`src/rtl/i2cbc_pkg.sv`:
```
package i2cbc_pkg;
  typedef enum logic [2:0] {
    ST_IDLE = 3'd0,
    ST_ARM  = 3'd1,
    ST_LOW  = 3'd2,
    ST_HIGH = 3'd3,
    ST_STOP = 3'd4
  } bc_state_e;
endpackage

```
`src/rtl/i2cbc_tick.sv`:
```
// Microsecond prescaler: one-cycle tick every TICKS_PER_US cycles while run is set.
module i2cbc_tick #(
  parameter int TICKS_PER_US = 50
) (
  input  logic clk,
  input  logic rst,
  input  logic run_i,
  output logic tick_o
);
  localparam int CW = (TICKS_PER_US > 1) ? $clog2(TICKS_PER_US) : 1;
  localparam logic [CW-1:0] LAST = CW'(TICKS_PER_US - 1);

  logic [CW-1:0] cnt_q;

  always_ff @(posedge clk) begin
    if (rst || !run_i) begin
      cnt_q <= '0;
    end else if (cnt_q == LAST) begin
      cnt_q <= '0;
    end else begin
      cnt_q <= cnt_q + 1'b1;
    end
  end

  assign tick_o = run_i && (cnt_q == LAST);
endmodule

```
`src/rtl/i2cbc_interval.sv`:
```
// Counts microsecond ticks; flags the last cycle of each INTERVAL_US window.
module i2cbc_interval #(
  parameter int INTERVAL_US = 20
) (
  input  logic clk,
  input  logic rst,
  input  logic run_i,
  input  logic tick_i,
  output logic phase_end_o
);
  localparam int UW = (INTERVAL_US > 1) ? $clog2(INTERVAL_US) : 1;
  localparam logic [UW-1:0] LAST = UW'(INTERVAL_US - 1);

  logic [UW-1:0] us_q;

  always_ff @(posedge clk) begin
    if (rst || !run_i) begin
      us_q <= '0;
    end else if (tick_i) begin
      us_q <= (us_q == LAST) ? '0 : us_q + 1'b1;
    end
  end

  assign phase_end_o = tick_i && (us_q == LAST);
endmodule

```
`src/rtl/i2cbc_ctrl.sv`:
```
// Sequencing: arm NACK, NUM_PULSES low/release pairs, STOP hold, done.
module i2cbc_ctrl
  import i2cbc_pkg::*;
#(
  parameter int NUM_PULSES = 9
) (
  input  logic clk,
  input  logic rst,
  input  logic start_i,
  input  logic phase_end_i,
  output logic run_o,
  output logic nack_force_o,
  output logic scl_low_o,
  output logic sda_low_o,
  output logic busy_o,
  output logic done_o
);
  localparam int PW = (NUM_PULSES > 1) ? $clog2(NUM_PULSES) : 1;
  localparam logic [PW-1:0] LAST_PULSE = PW'(NUM_PULSES - 1);

  bc_state_e     state_q, state_d;
  logic [PW-1:0] pulse_q;

  always_comb begin
    state_d = state_q;
    unique case (state_q)
      ST_IDLE: if (start_i) state_d = ST_ARM;
      ST_ARM:  state_d = ST_LOW;
      ST_LOW:  if (phase_end_i) state_d = ST_HIGH;
      ST_HIGH: if (phase_end_i) state_d = (pulse_q == LAST_PULSE) ? ST_STOP : ST_LOW;
      ST_STOP: if (phase_end_i) state_d = ST_IDLE;
      default: state_d = ST_IDLE;
    endcase
  end

  assign run_o = (state_q == ST_LOW) || (state_q == ST_HIGH) || (state_q == ST_STOP);

  always_ff @(posedge clk) begin
    if (rst) begin
      state_q      <= ST_IDLE;
      pulse_q      <= '0;
      nack_force_o <= 1'b0;
      scl_low_o    <= 1'b0;
      sda_low_o    <= 1'b0;
      busy_o       <= 1'b0;
      done_o       <= 1'b0;
    end else begin
      state_q      <= state_d;
      if (state_q == ST_ARM) begin
        pulse_q <= '0;
      end else if (state_q == ST_HIGH && phase_end_i) begin
        pulse_q <= pulse_q + 1'b1;
      end
      nack_force_o <= (state_d != ST_IDLE);
      busy_o       <= (state_d != ST_IDLE);
      scl_low_o    <= (state_d == ST_LOW);
      sda_low_o    <= (state_d == ST_STOP);
      done_o       <= (state_q == ST_STOP) && phase_end_i;
    end
  end
endmodule

```
`src/rtl/i2c_bus_clear.sv`:
```
module i2c_bus_clear #(
  parameter int TICKS_PER_US = 50,
  parameter int INTERVAL_US  = 20,
  parameter int NUM_PULSES   = 9
) (
  input  logic clk,
  input  logic rst,
  input  logic start_i,
  output logic nack_force_o,
  output logic scl_low_o,
  output logic sda_low_o,
  output logic busy_o,
  output logic done_o
);
  logic run, tick, phase_end;

  i2cbc_tick #(.TICKS_PER_US(TICKS_PER_US)) u_tick (
    .clk(clk), .rst(rst), .run_i(run), .tick_o(tick)
  );

  i2cbc_interval #(.INTERVAL_US(INTERVAL_US)) u_ival (
    .clk(clk), .rst(rst), .run_i(run), .tick_i(tick), .phase_end_o(phase_end)
  );

  i2cbc_ctrl #(.NUM_PULSES(NUM_PULSES)) u_ctrl (
    .clk(clk), .rst(rst), .start_i(start_i), .phase_end_i(phase_end),
    .run_o(run), .nack_force_o(nack_force_o), .scl_low_o(scl_low_o),
    .sda_low_o(sda_low_o), .busy_o(busy_o), .done_o(done_o)
  );
endmodule

```
`config.mk`:
```
export PLATFORM = sky130hd
export DESIGN_NAME = i2c_bus_clear
export DESIGN_NICKNAME = d
export VERILOG_FILES = /design/src/rtl/i2cbc_pkg.sv /design/src/rtl/i2cbc_tick.sv /design/src/rtl/i2cbc_interval.sv /design/src/rtl/i2cbc_ctrl.sv /design/src/rtl/i2c_bus_clear.sv
export SDC_FILE = /design/constraint.sdc
export NUM_CORES = 1
export LEC_CHECK = 0
export ABC_AREA = 1
export BUFFER_PORTS_ARGS = -buffer_cell sky130_fd_sc_hd__buf_4
export CAP_MARGIN = 20
export CORE_UTILIZATION = 55
export DETAILED_ROUTE_END_ITERATION = 12
export HOLD_SLACK_MARGIN = 0.15
export PLACE_DENSITY = 0.74
export SLEW_MARGIN = 20
export SYNTH_ARGS = -nofsm -noshare
export SYNTH_HDL_FRONTEND = slang
export SYNTH_HIERARCHICAL = 1
export SYNTH_SLANG_ARGS = --single-unit
```
`constraint.sdc`:
```
create_clock -name clk -period 2.8 [get_ports clk]
set_clock_uncertainty 0.15 [all_clocks]
set_input_delay 0.28 -clock clk [delete_from_list [all_inputs] [get_ports clk]]
set_output_delay 0.28 -clock clk [all_outputs]
set_load 0.03 [all_outputs]
```
==> flow_summary.rst, run 1 <==
.. list-table::
   :header-rows: 1

   * - Metric
     - Value
   * - Leak pwr
     - ~0.0005 µW
   * - Area share of the largest cell type after synthesis
     - 41.4%
   * - Largest area contributor in the synthesized netlist
     - dfxtp_1
   * - Post-synthesis area per instance
     - 7.28 µm²
   * - Final count of hold timing violations
     - 0
   * - Vias
     - 870
   * - R2R setup slack
     - approximately 0.34 ns
   * - # fillers
     - 171
   * - Diodes inserted
     - 0
   * - Post-CTS clock slew at the launch and capture registers of the worst setup and hold paths
     - ~0.11 ns
   * - Pin count of the biggest net entering global routing
     - 12
   * - Pins Over Slew Limit
     - 0
   * - Global router's overall resource usage
     - a little under a fifth
   * - Area taken by multi-input logic gates
     - 532 µm²
   * - Number of buffers inserted during clock tree synthesis
     - 3
   * - Via/cell ratio
     - 4.81
   * - Syn_nets
     - ~150
   * - Fraction of the cycle the final worst path needs
     - 87.7%
   * - Endpoint of the worst hold path
     - u_ctrl/scl_low_o$_SDFF_PP0_
   * - Cell type with the highest occurrence count on the critical path
     - inv_1
   * - FF/Latch Area
     - 440 µm²
   * - Worst flop-to-flop path endpoint
     - u_ctrl/pulse_q[0]$_SDFFE_PP0P_
   * - Post-detailed-route count of antenna-violating nets
     - 0
   * - Buffering stage count on the worst path with inverters included
     - 4
   * - Warnings from Yosys
     - 6
   * - Synthesis-to-finish area growth
     - 10.5%
   * - Pre-CTS WS
     - 0.280 ns
   * - Floorplan die height
     - roughly 46 µm
   * - Cell-by-cell listing of the critical path
     - or2_1, or2_1, nand2_1, inv_1, nor2_2, nand2_2, nor2_2, nand2_2, inv_1, inv_2, nor3_4, inv_1, nand2_1, a21oi_1
   * - Count of cell types in the netlist
     - 24
   * - Kind of start point of the critical path
     - flip-flop
   * - Setup CP Type
     - reg2reg
   * - Total of max-cap violations
     - 0
   * - Detailed-placement wirelength estimate
     - 1310 µm
   * - Iteration count of the initial detailed-routing pass
     - 4
   * - Setup repair after global routing missed its margin
     - no
   * - Final nets
     - 166
   * - I/O pin count
     - 8
   * - RR Startpoint
     - u_ctrl/state_q[1]$_SDFF_PP0_
   * - Status
     - finished clean
   * - Headroom to the max-slew limit
     - 83.7%
   * - Placeable core region
     - 1760 µm²
   * - Routed wirelength normalized by instance count
     - 9.23 µm
   * - Fraction of final layout cells with drive strength greater than 1
     - 14.7%
   * - Number of instances in the synthesized netlist
     - 146
   * - Met2 GRT Util
     - a little over 30%
   * - Vias in the first global route
     - 741
   * - Clk sinks
     - 22
   * - Met1 usage in global routing
     - 24.2%
   * - Worst path setup slack after routing
     - 0.344 ns
   * - Area enclosed by the die boundary
     - between 2000 and 2500 µm²
   * - Critical-path maximum fanout
     - 6
   * - Final GP Congestion
     - between 0.7 and 0.8
   * - Max stage delay on crit path
     - 0.37 ns
   * - Number of I/O port buffers
     - 7
   * - Top achievable clock speed
     - between 400 and 500 MHz
   * - Chip width
     - 46.0 µm
   * - Clock root buffer
     - clkbuf_4
   * - Worst r2r path cells
     - 14
   * - Worst Min Path Start
     - start_i
   * - Sort of element at the end of the critical path
     - flip-flop
   * - Clk Latency, worst-skew pair
     - 0.29 ns
   * - Clock period minus final worst setup slack
     - roughly 2.5 ns
   * - Met3 usage in global routing
     - ~2.4%
   * - Initial core utilization
     - roughly 60%
   * - Antenna violations before repair
     - 0
   * - Num rows
     - 15
   * - Arrival @ worst endpoint
     - 2.49 ns
   * - Largest delay contributor family on the critical path
     - simple AND/OR/NAND/NOR gates
   * - Highest-utilization routing layer at the global route stage
     - met2
   * - Detailed-route DRC error count
     - 0
   * - Class of the tightest hold or removal check
     - in2reg
   * - TritonCTS clock tree
     - done
   * - Slew at the pin closest to its max-slew limit
     - 0.244 ns
   * - First-pass GRT wire length
     - 2880 µm
   * - Critical Path RT
     - 2.83 ns
   * - Summed instance area of the synthesized netlist
     - approximately 1100 µm²
   * - Setup TNS after final layout
     - 0 ns
   * - Slowest cell on crit path
     - dfxtp_1
   * - Cell types with the largest area share after synthesis
     - dfxtp_1 (41%), nand2_1 (12%), inv_1 (7.4%)
   * - Total detailed-routing wirelength
     - roughly 1700 µm
   * - Buffer levels on the longest clock path
     - 2
   * - Number of storage elements in the synthesis netlist
     - 22
   * - Cell depth of the worst hold path
     - 6
   * - Seq/Total Area, Yosys
     - 41.4%
   * - Number of H-tree levels
     - 1
   * - Final count of negative-setup-slack endpoints
     - 0
   * - Power per cell area
     - 427 nW/µm²
   * - Grt ovf
     - 0
   * - Maximum vdd drop
     - roughly 0.33 mV
   * - Starting DRT DRC Count
     - 11
[worst max-delay path by stage]
stage                                       startpoint  cells after the start                              to
after floorplan           u_ctrl/state_q[1]$_SDFF_PP0_                     14  u_ctrl/pulse_q[0]$_SDFFE_PP0P_
after global placement    u_ctrl/state_q[2]$_SDFF_PP0_                     14  u_ctrl/pulse_q[1]$_SDFFE_PP0P_
after detailed placement  u_ctrl/state_q[2]$_SDFF_PP0_                     14  u_ctrl/pulse_q[0]$_SDFFE_PP0P_
after CTS                 u_ctrl/state_q[1]$_SDFF_PP0_                     14  u_ctrl/pulse_q[0]$_SDFFE_PP0P_
after global routing      u_ctrl/state_q[1]$_SDFF_PP0_                     14  u_ctrl/pulse_q[3]$_SDFFE_PP0P_
final                     u_ctrl/state_q[1]$_SDFF_PP0_                     14  u_ctrl/pulse_q[0]$_SDFFE_PP0P_
[per-layer routing]
layer	vias up	share of wire, %
met5	-	0
met4	0	0.78
met3	2	2.0
met2	8	48
met1	391	49
li1	469	-
[worst min-delay path: cells and delay by family]
family	cells	cell delay, ns
AND/OR/NAND/NOR	5	0.27
buffers and inverters	1	0.08
[synthesized netlist by cell type]
library cell  count
a21oi_1           7
a21oi_2           1
buf_4             1
dfxtp_1          22
ha_1              5
inv_1            21
inv_2             2
nand2_1          35
nand2_2           4
nand2_4           1
nand3_1           8
nand3_2           1
nand3b_1          1
nand4_1           1
nor2_1           21
nor2_2            1
nor3_1            1
nor3_2            1
nor3_4            1
o21ai_0           3
o21bai_1          2
or2_1             3
xnor2_1           1
xor2_1            2
[power breakdown]
part | switching (µW) | internal, µW | leakage, µW
Clock | 83.1 | 49.9 | 0.0000138
Combinational | 28.8 | 16.4 | 0.000317
Sequential | 4.78 | 319 | 0.000178
[placed cells by master (no fill, tap or decap), types with 2 or more instances in the layout]
cell / n
inv_1: 21
xor2_1: 2
nand3_1: 8
nor2_2: 2
a21oi_1: 7
nand2_1: 35
o21bai_1: 2
ha_1: 5
nand2_2: 4
or2_1: 3
inv_2: 2
dfxtp_1: 22
nor2_1: 20
clkbuf_4: 3
buf_4: 7
o21ai_0: 3
[final cells by class]
cell class                      count  share of cell area, %
Inverter                           23                   7.35
Clock buffer                        3                   1.92
Multi-Input combinational cell    100                   45.3
Sequential cell                    22                   37.5
Tap cell                           25                   2.66
Timing Repair Buffer                8                   5.32
[logic make-up (layout without fill, tap and decap cells)]
| family | count (synthesis) | in the layout | synth area share [%] |
|---|---|---|---|
| buffers and inverters | 24 | 34 | 8.82 |
| AOI/OAI and AO/OA | 13 | 13 | 6.94 |
| xor gates and xnor gates | 3 | 3 | 2.47 |
| adders and majority gates | 5 | 5 | 5.88 |
| and+or+nand+nor | 79 | 79 | 34.5 |
| DFF | 22 | 22 | 41.4 |
[flip-flops by register name, indices dropped and copies added (netlist names)]
name              flops
u_tick/cnt_q          6
u_ival/us_q           5
u_ctrl/pulse_q        4
u_ctrl/state_q        3
u_ctrl/busy_o         1
u_ctrl/done_o         1
u_ctrl/scl_low_o      1
u_ctrl/sda_low_o      1
[per-stage QoR]
step                cell area, µm²  util [%]  cells  total power (µW)  hold WS, ns
detailed placement            1140      64.6    177               374        0.320
CTS                           1170      66.5    181               508        0.204
finish                        1170      66.6    181               502        0.224
global placement              1140      64.6    177               373        0.315
global route                  1170      66.6    181               529        0.264
floorplan                     1060         -    146               361        0.201
[timing repair]
action                                  in CTS  in global routing
hold buffers                                 1                  0
gates resized for setup                      0                  1
setup buffers                                0                  0
hold endpoints to repair                     4                  0
endpoints found under the setup margin       0                  4
No activity file was read; power rests on OpenSTA's default activity.
==> inputs of run 2 (changes only) <==
--- a/config.mk
+++ b/config.mk
@@ -6,8 +6,8 @@
 export NUM_CORES = 1
 export LEC_CHECK = 0
 export ABC_AREA = 1
-export BUFFER_PORTS_ARGS = -buffer_cell sky130_fd_sc_hd__buf_4
-export CAP_MARGIN = 20
+export BUFFER_PORTS_ARGS = -buffer_cell sky130_fd_sc_hd__clkbuf_2
+export CAP_MARGIN = 10
 export CORE_UTILIZATION = 55
 export DETAILED_ROUTE_END_ITERATION = 12
 export HOLD_SLACK_MARGIN = 0.15
==> run 2 against run 1 <==
Hold slack lost 0.048 ns. Highest routed layer unchanged. Largest power group unchanged. Critical path type unchanged. First-iteration DRC count up 91%. Sequential power about the same. Sequential share of layout area decreased by 0.39 points. Critical path depth unchanged. Routed wire length shrank 2.0%.
==> flow_summary.rst, run 2 (synthesis gave the netlist of run 1 again) <==
.. list-table::
   :header-rows: 1

   * - Metric
     - Value
   * - Detailed-route DRC error count
     - 0 (unchanged)
   * - Top achievable clock speed
     - 403 MHz (-0.89%)
   * - Chip width
     - 46.0 µm (unchanged)
   * - Class of the tightest hold or removal check
     - in2reg
   * - Routed wirelength normalized by instance count
     - 8.99 µm (-2.6%)
   * - Pins Over Slew Limit
     - 0 (unchanged)
   * - Final GP Congestion
     - 0.817 (+6.9%)
   * - Leak pwr
     - 0.000518 µW (+1.8%)
   * - Setup TNS after final layout
     - 0 ns (unchanged)
   * - Number of H-tree levels
     - 1 (unchanged)
   * - Initial core utilization
     - 60.3% (unchanged)
   * - Vias in the first global route
     - 711 (-4.0%)
   * - Floorplan die height
     - 46.0 µm (unchanged)
   * - Arrival @ worst endpoint
     - 2.54 ns (+0.05 ns)
   * - Post-CTS clock slew at the launch and capture registers of the worst setup and hold paths
     - 0.12 ns (about the same)
   * - Placeable core region
     - 1760 µm² (unchanged)
   * - Num rows
     - 15 (unchanged)
   * - Power per cell area
     - 510 nW/µm² (+20%)
   * - Iteration count of the initial detailed-routing pass
     - 4 (unchanged)
   * - Setup repair bufs after CTS
     - 0 (unchanged)
   * - Setup CP Type
     - reg2reg
   * - Final count of hold timing violations
     - 0 (unchanged)
   * - Clk Latency, worst-skew pair
     - 0.30 ns (about the same)
   * - Post-detailed-route count of antenna-violating nets
     - 0 (unchanged)
   * - Fraction of the cycle the final worst path needs
     - 88.5% (+0.79 points)
   * - TritonCTS clock tree
     - done
   * - Cell type with the highest occurrence count on the critical path
     - inv_1
   * - Final nets
     - 166 (unchanged)
   * - Clk sinks
     - 22 (unchanged)
   * - Registers with the most flip-flops
     - u_tick/cnt_q (6), u_ival/us_q (5), u_ctrl/pulse_q (4)
   * - Largest delay contributor family on the critical path
     - simple AND/OR/NAND/NOR gates
   * - Sw Share
     - 21.4% (-1.9 points)
   * - Buffer levels on the longest clock path
     - 2 (unchanged)
   * - Starting DRT DRC Count
     - 21 (+10)
   * - Global router's overall resource usage
     - 18.7% (+0.18 points)
   * - Pin count of the biggest net entering global routing
     - 14 (+2)
   * - Switching power total
     - 129 µW (+11%)
   * - Synthesis-to-finish area growth
     - 11.6%
   * - Flip-flop count of the largest register after layout
     - 6 (unchanged)
   * - Cell-by-cell listing of the critical path
     - or2_1, or2_1, nand2_1, inv_1, nor2_2, nand2_2, nor2_2, nand2_2, inv_1, inv_2, nor3_4, inv_1, nand2_1, a21oi_1
   * - Cell-internal power
     - 476 µW (+24%)
   * - Number of buffers inserted during clock tree synthesis
     - 3 (unchanged)
   * - Slew at the pin closest to its max-slew limit
     - 0.251 ns (+0.00754 ns)
   * - Most common cell after layout, fill and taps aside
     - nand2_1
   * - Sequential share of power
     - 53.4% (-11 points)
   * - Area enclosed by the die boundary
     - 2110 µm² (unchanged)
   * - Non-Filler Cell Area, Final
     - 1190 µm² (+1.1%)
   * - # fillers
     - 161 (-5.8%)
   * - Fraction of final layout cells with drive strength greater than 1
     - 15.3% (+0.54 points)
   * - Total detailed-routing wirelength
     - 1640 µm (-2.0%)
   * - Leading cell types in the layout, fill and taps excluded
     - nand2_1 (35), dfxtp_1 (22), inv_1 (21)
   * - Total of max-cap violations
     - 0 (unchanged)
   * - Setup repair after global routing missed its margin
     - no
   * - Status
     - finished clean
   * - Grt ovf
     - 0 (unchanged)
   * - Final count of negative-setup-slack endpoints
     - 0 (unchanged)
   * - Cell Area, Placed
     - 1120 µm² (-1.5%)
   * - Diodes inserted
     - 0 (unchanged)
   * - Clock root buffer
     - clkbuf_4
   * - Vias
     - 864 (-0.69%)
   * - Clock period minus final worst setup slack
     - 2.48 ns (+0.0221 ns)
   * - Kind of start point of the critical path
     - flip-flop
   * - Number of I/O port buffers
     - 7 (unchanged)
   * - Relative contribution of the clock network to total power
     - 39.8% (+13 points)
   * - Max stage delay on crit path
     - 0.37 ns (about the same)
   * - Detailed-placement wirelength estimate
     - 1270 µm (-3.2%)
   * - I/O pin count
     - 8 (unchanged)
   * - Sort of element at the end of the critical path
     - flip-flop
   * - Top reg by flops
     - u_tick/cnt_q
   * - Combinational share of power
     - 6.9% (-2.1 points)
   * - Antenna violations before repair
     - 0 (unchanged)
   * - First-pass GRT wire length
     - 2760 µm (-4.1%)
   * - Buffering stage count on the worst path with inverters included
     - 4 (unchanged)
   * - Headroom to the max-slew limit
     - 83.2% (-0.50 points)
   * - Final Power
     - 606 µW (+21%)
   * - Via/cell ratio
     - 4.75 (-1.2%)
   * - Maximum vdd drop
     - 0.382 mV (+16%)
   * - Critical Path RT
     - 2.86 ns (+0.03 ns)
   * - Critical-path maximum fanout
     - 6 (unchanged)
   * - Slowest cell on crit path
     - dfxtp_1
run 2: layout make-up:
class	count	area, µm²	share of cell area (%)
clock buffer	3	22.5	1.90
inverter	23	86.3	7.27
multi-input combinational	100	532	44.8
sequential	22	440	37.1
tap	25	31.3	2.63
clock inverter	1	30.0	2.53
timing repair buffer	8	45.0	3.79
run 2: final timing paths:
check | from | end | slack [ns] | depth (start not counted)
max | u_ctrl/state_q[1]$_SDFF_PP0_ | u_ctrl/pulse_q[0]$_SDFFE_PP0P_ | 0.32 | 14
min | start_i | u_ctrl/scl_low_o$_SDFF_PP0_ | 0.18 | 6
max reg2reg | u_ctrl/state_q[1]$_SDFF_PP0_ | u_ctrl/pulse_q[0]$_SDFFE_PP0P_ | 0.32 | 14
min reg2reg | u_ival/us_q[4]$_SDFFE_PP0P_ | u_ival/us_q[4]$_SDFFE_PP0P_ | 0.33 | 2
run 2: timing repair:
item | 4_1_cts | 5_1_grt
hold buffers | 1 | 0
hold endpoints to repair | 4 | 0
gates resized for setup | 0 | 1
endpoints found under the setup margin | 0 | 3
run 2: per-layer routing:
metal	vias up	wire, µm	track usage [%]	share of wire, %
li1	469	-	-	-
met1	371	793	23.0	48
met2	20	760	28.5	46
met3	4	47	4.76	2.9
met4	0	35	12.4	2.1
met5	-	0	0	0
run 2: through the flow:
stage / std cells / hold WS, ns / utilization (%) / worst slack (ns)
after global placement: 177 / 0.314 / 63.6 / 0.346
final: 182 / 0.177 / 67.3 / 0.322
after floorplan: 146 / 0.201 / - / 0.513
after global routing: 182 / 0.171 / 67.3 / 0.0790
after CTS: 182 / 0.162 / 67.2 / 0.255
after detailed placement: 177 / 0.317 / 63.6 / 0.270
run 2: worst min-delay path: cells and delay by family:
family,cells,cell delay [ns]
buffers and inverters,1,0.07
AND/OR/NAND/NOR,5,0.24
run 2: power groups by stage:
stage / Sequential (µW) / Combinational (µW) / Clock (µW)
after floorplan: 335 / 26.3 / 0
after global placement: 330 / 39.8 / 0
after detailed placement: 331 / 40.1 / 0
after CTS: 323 / 41.3 / 249
after global routing: 325 / 46.3 / 265
final: 324 / 41.5 / 241
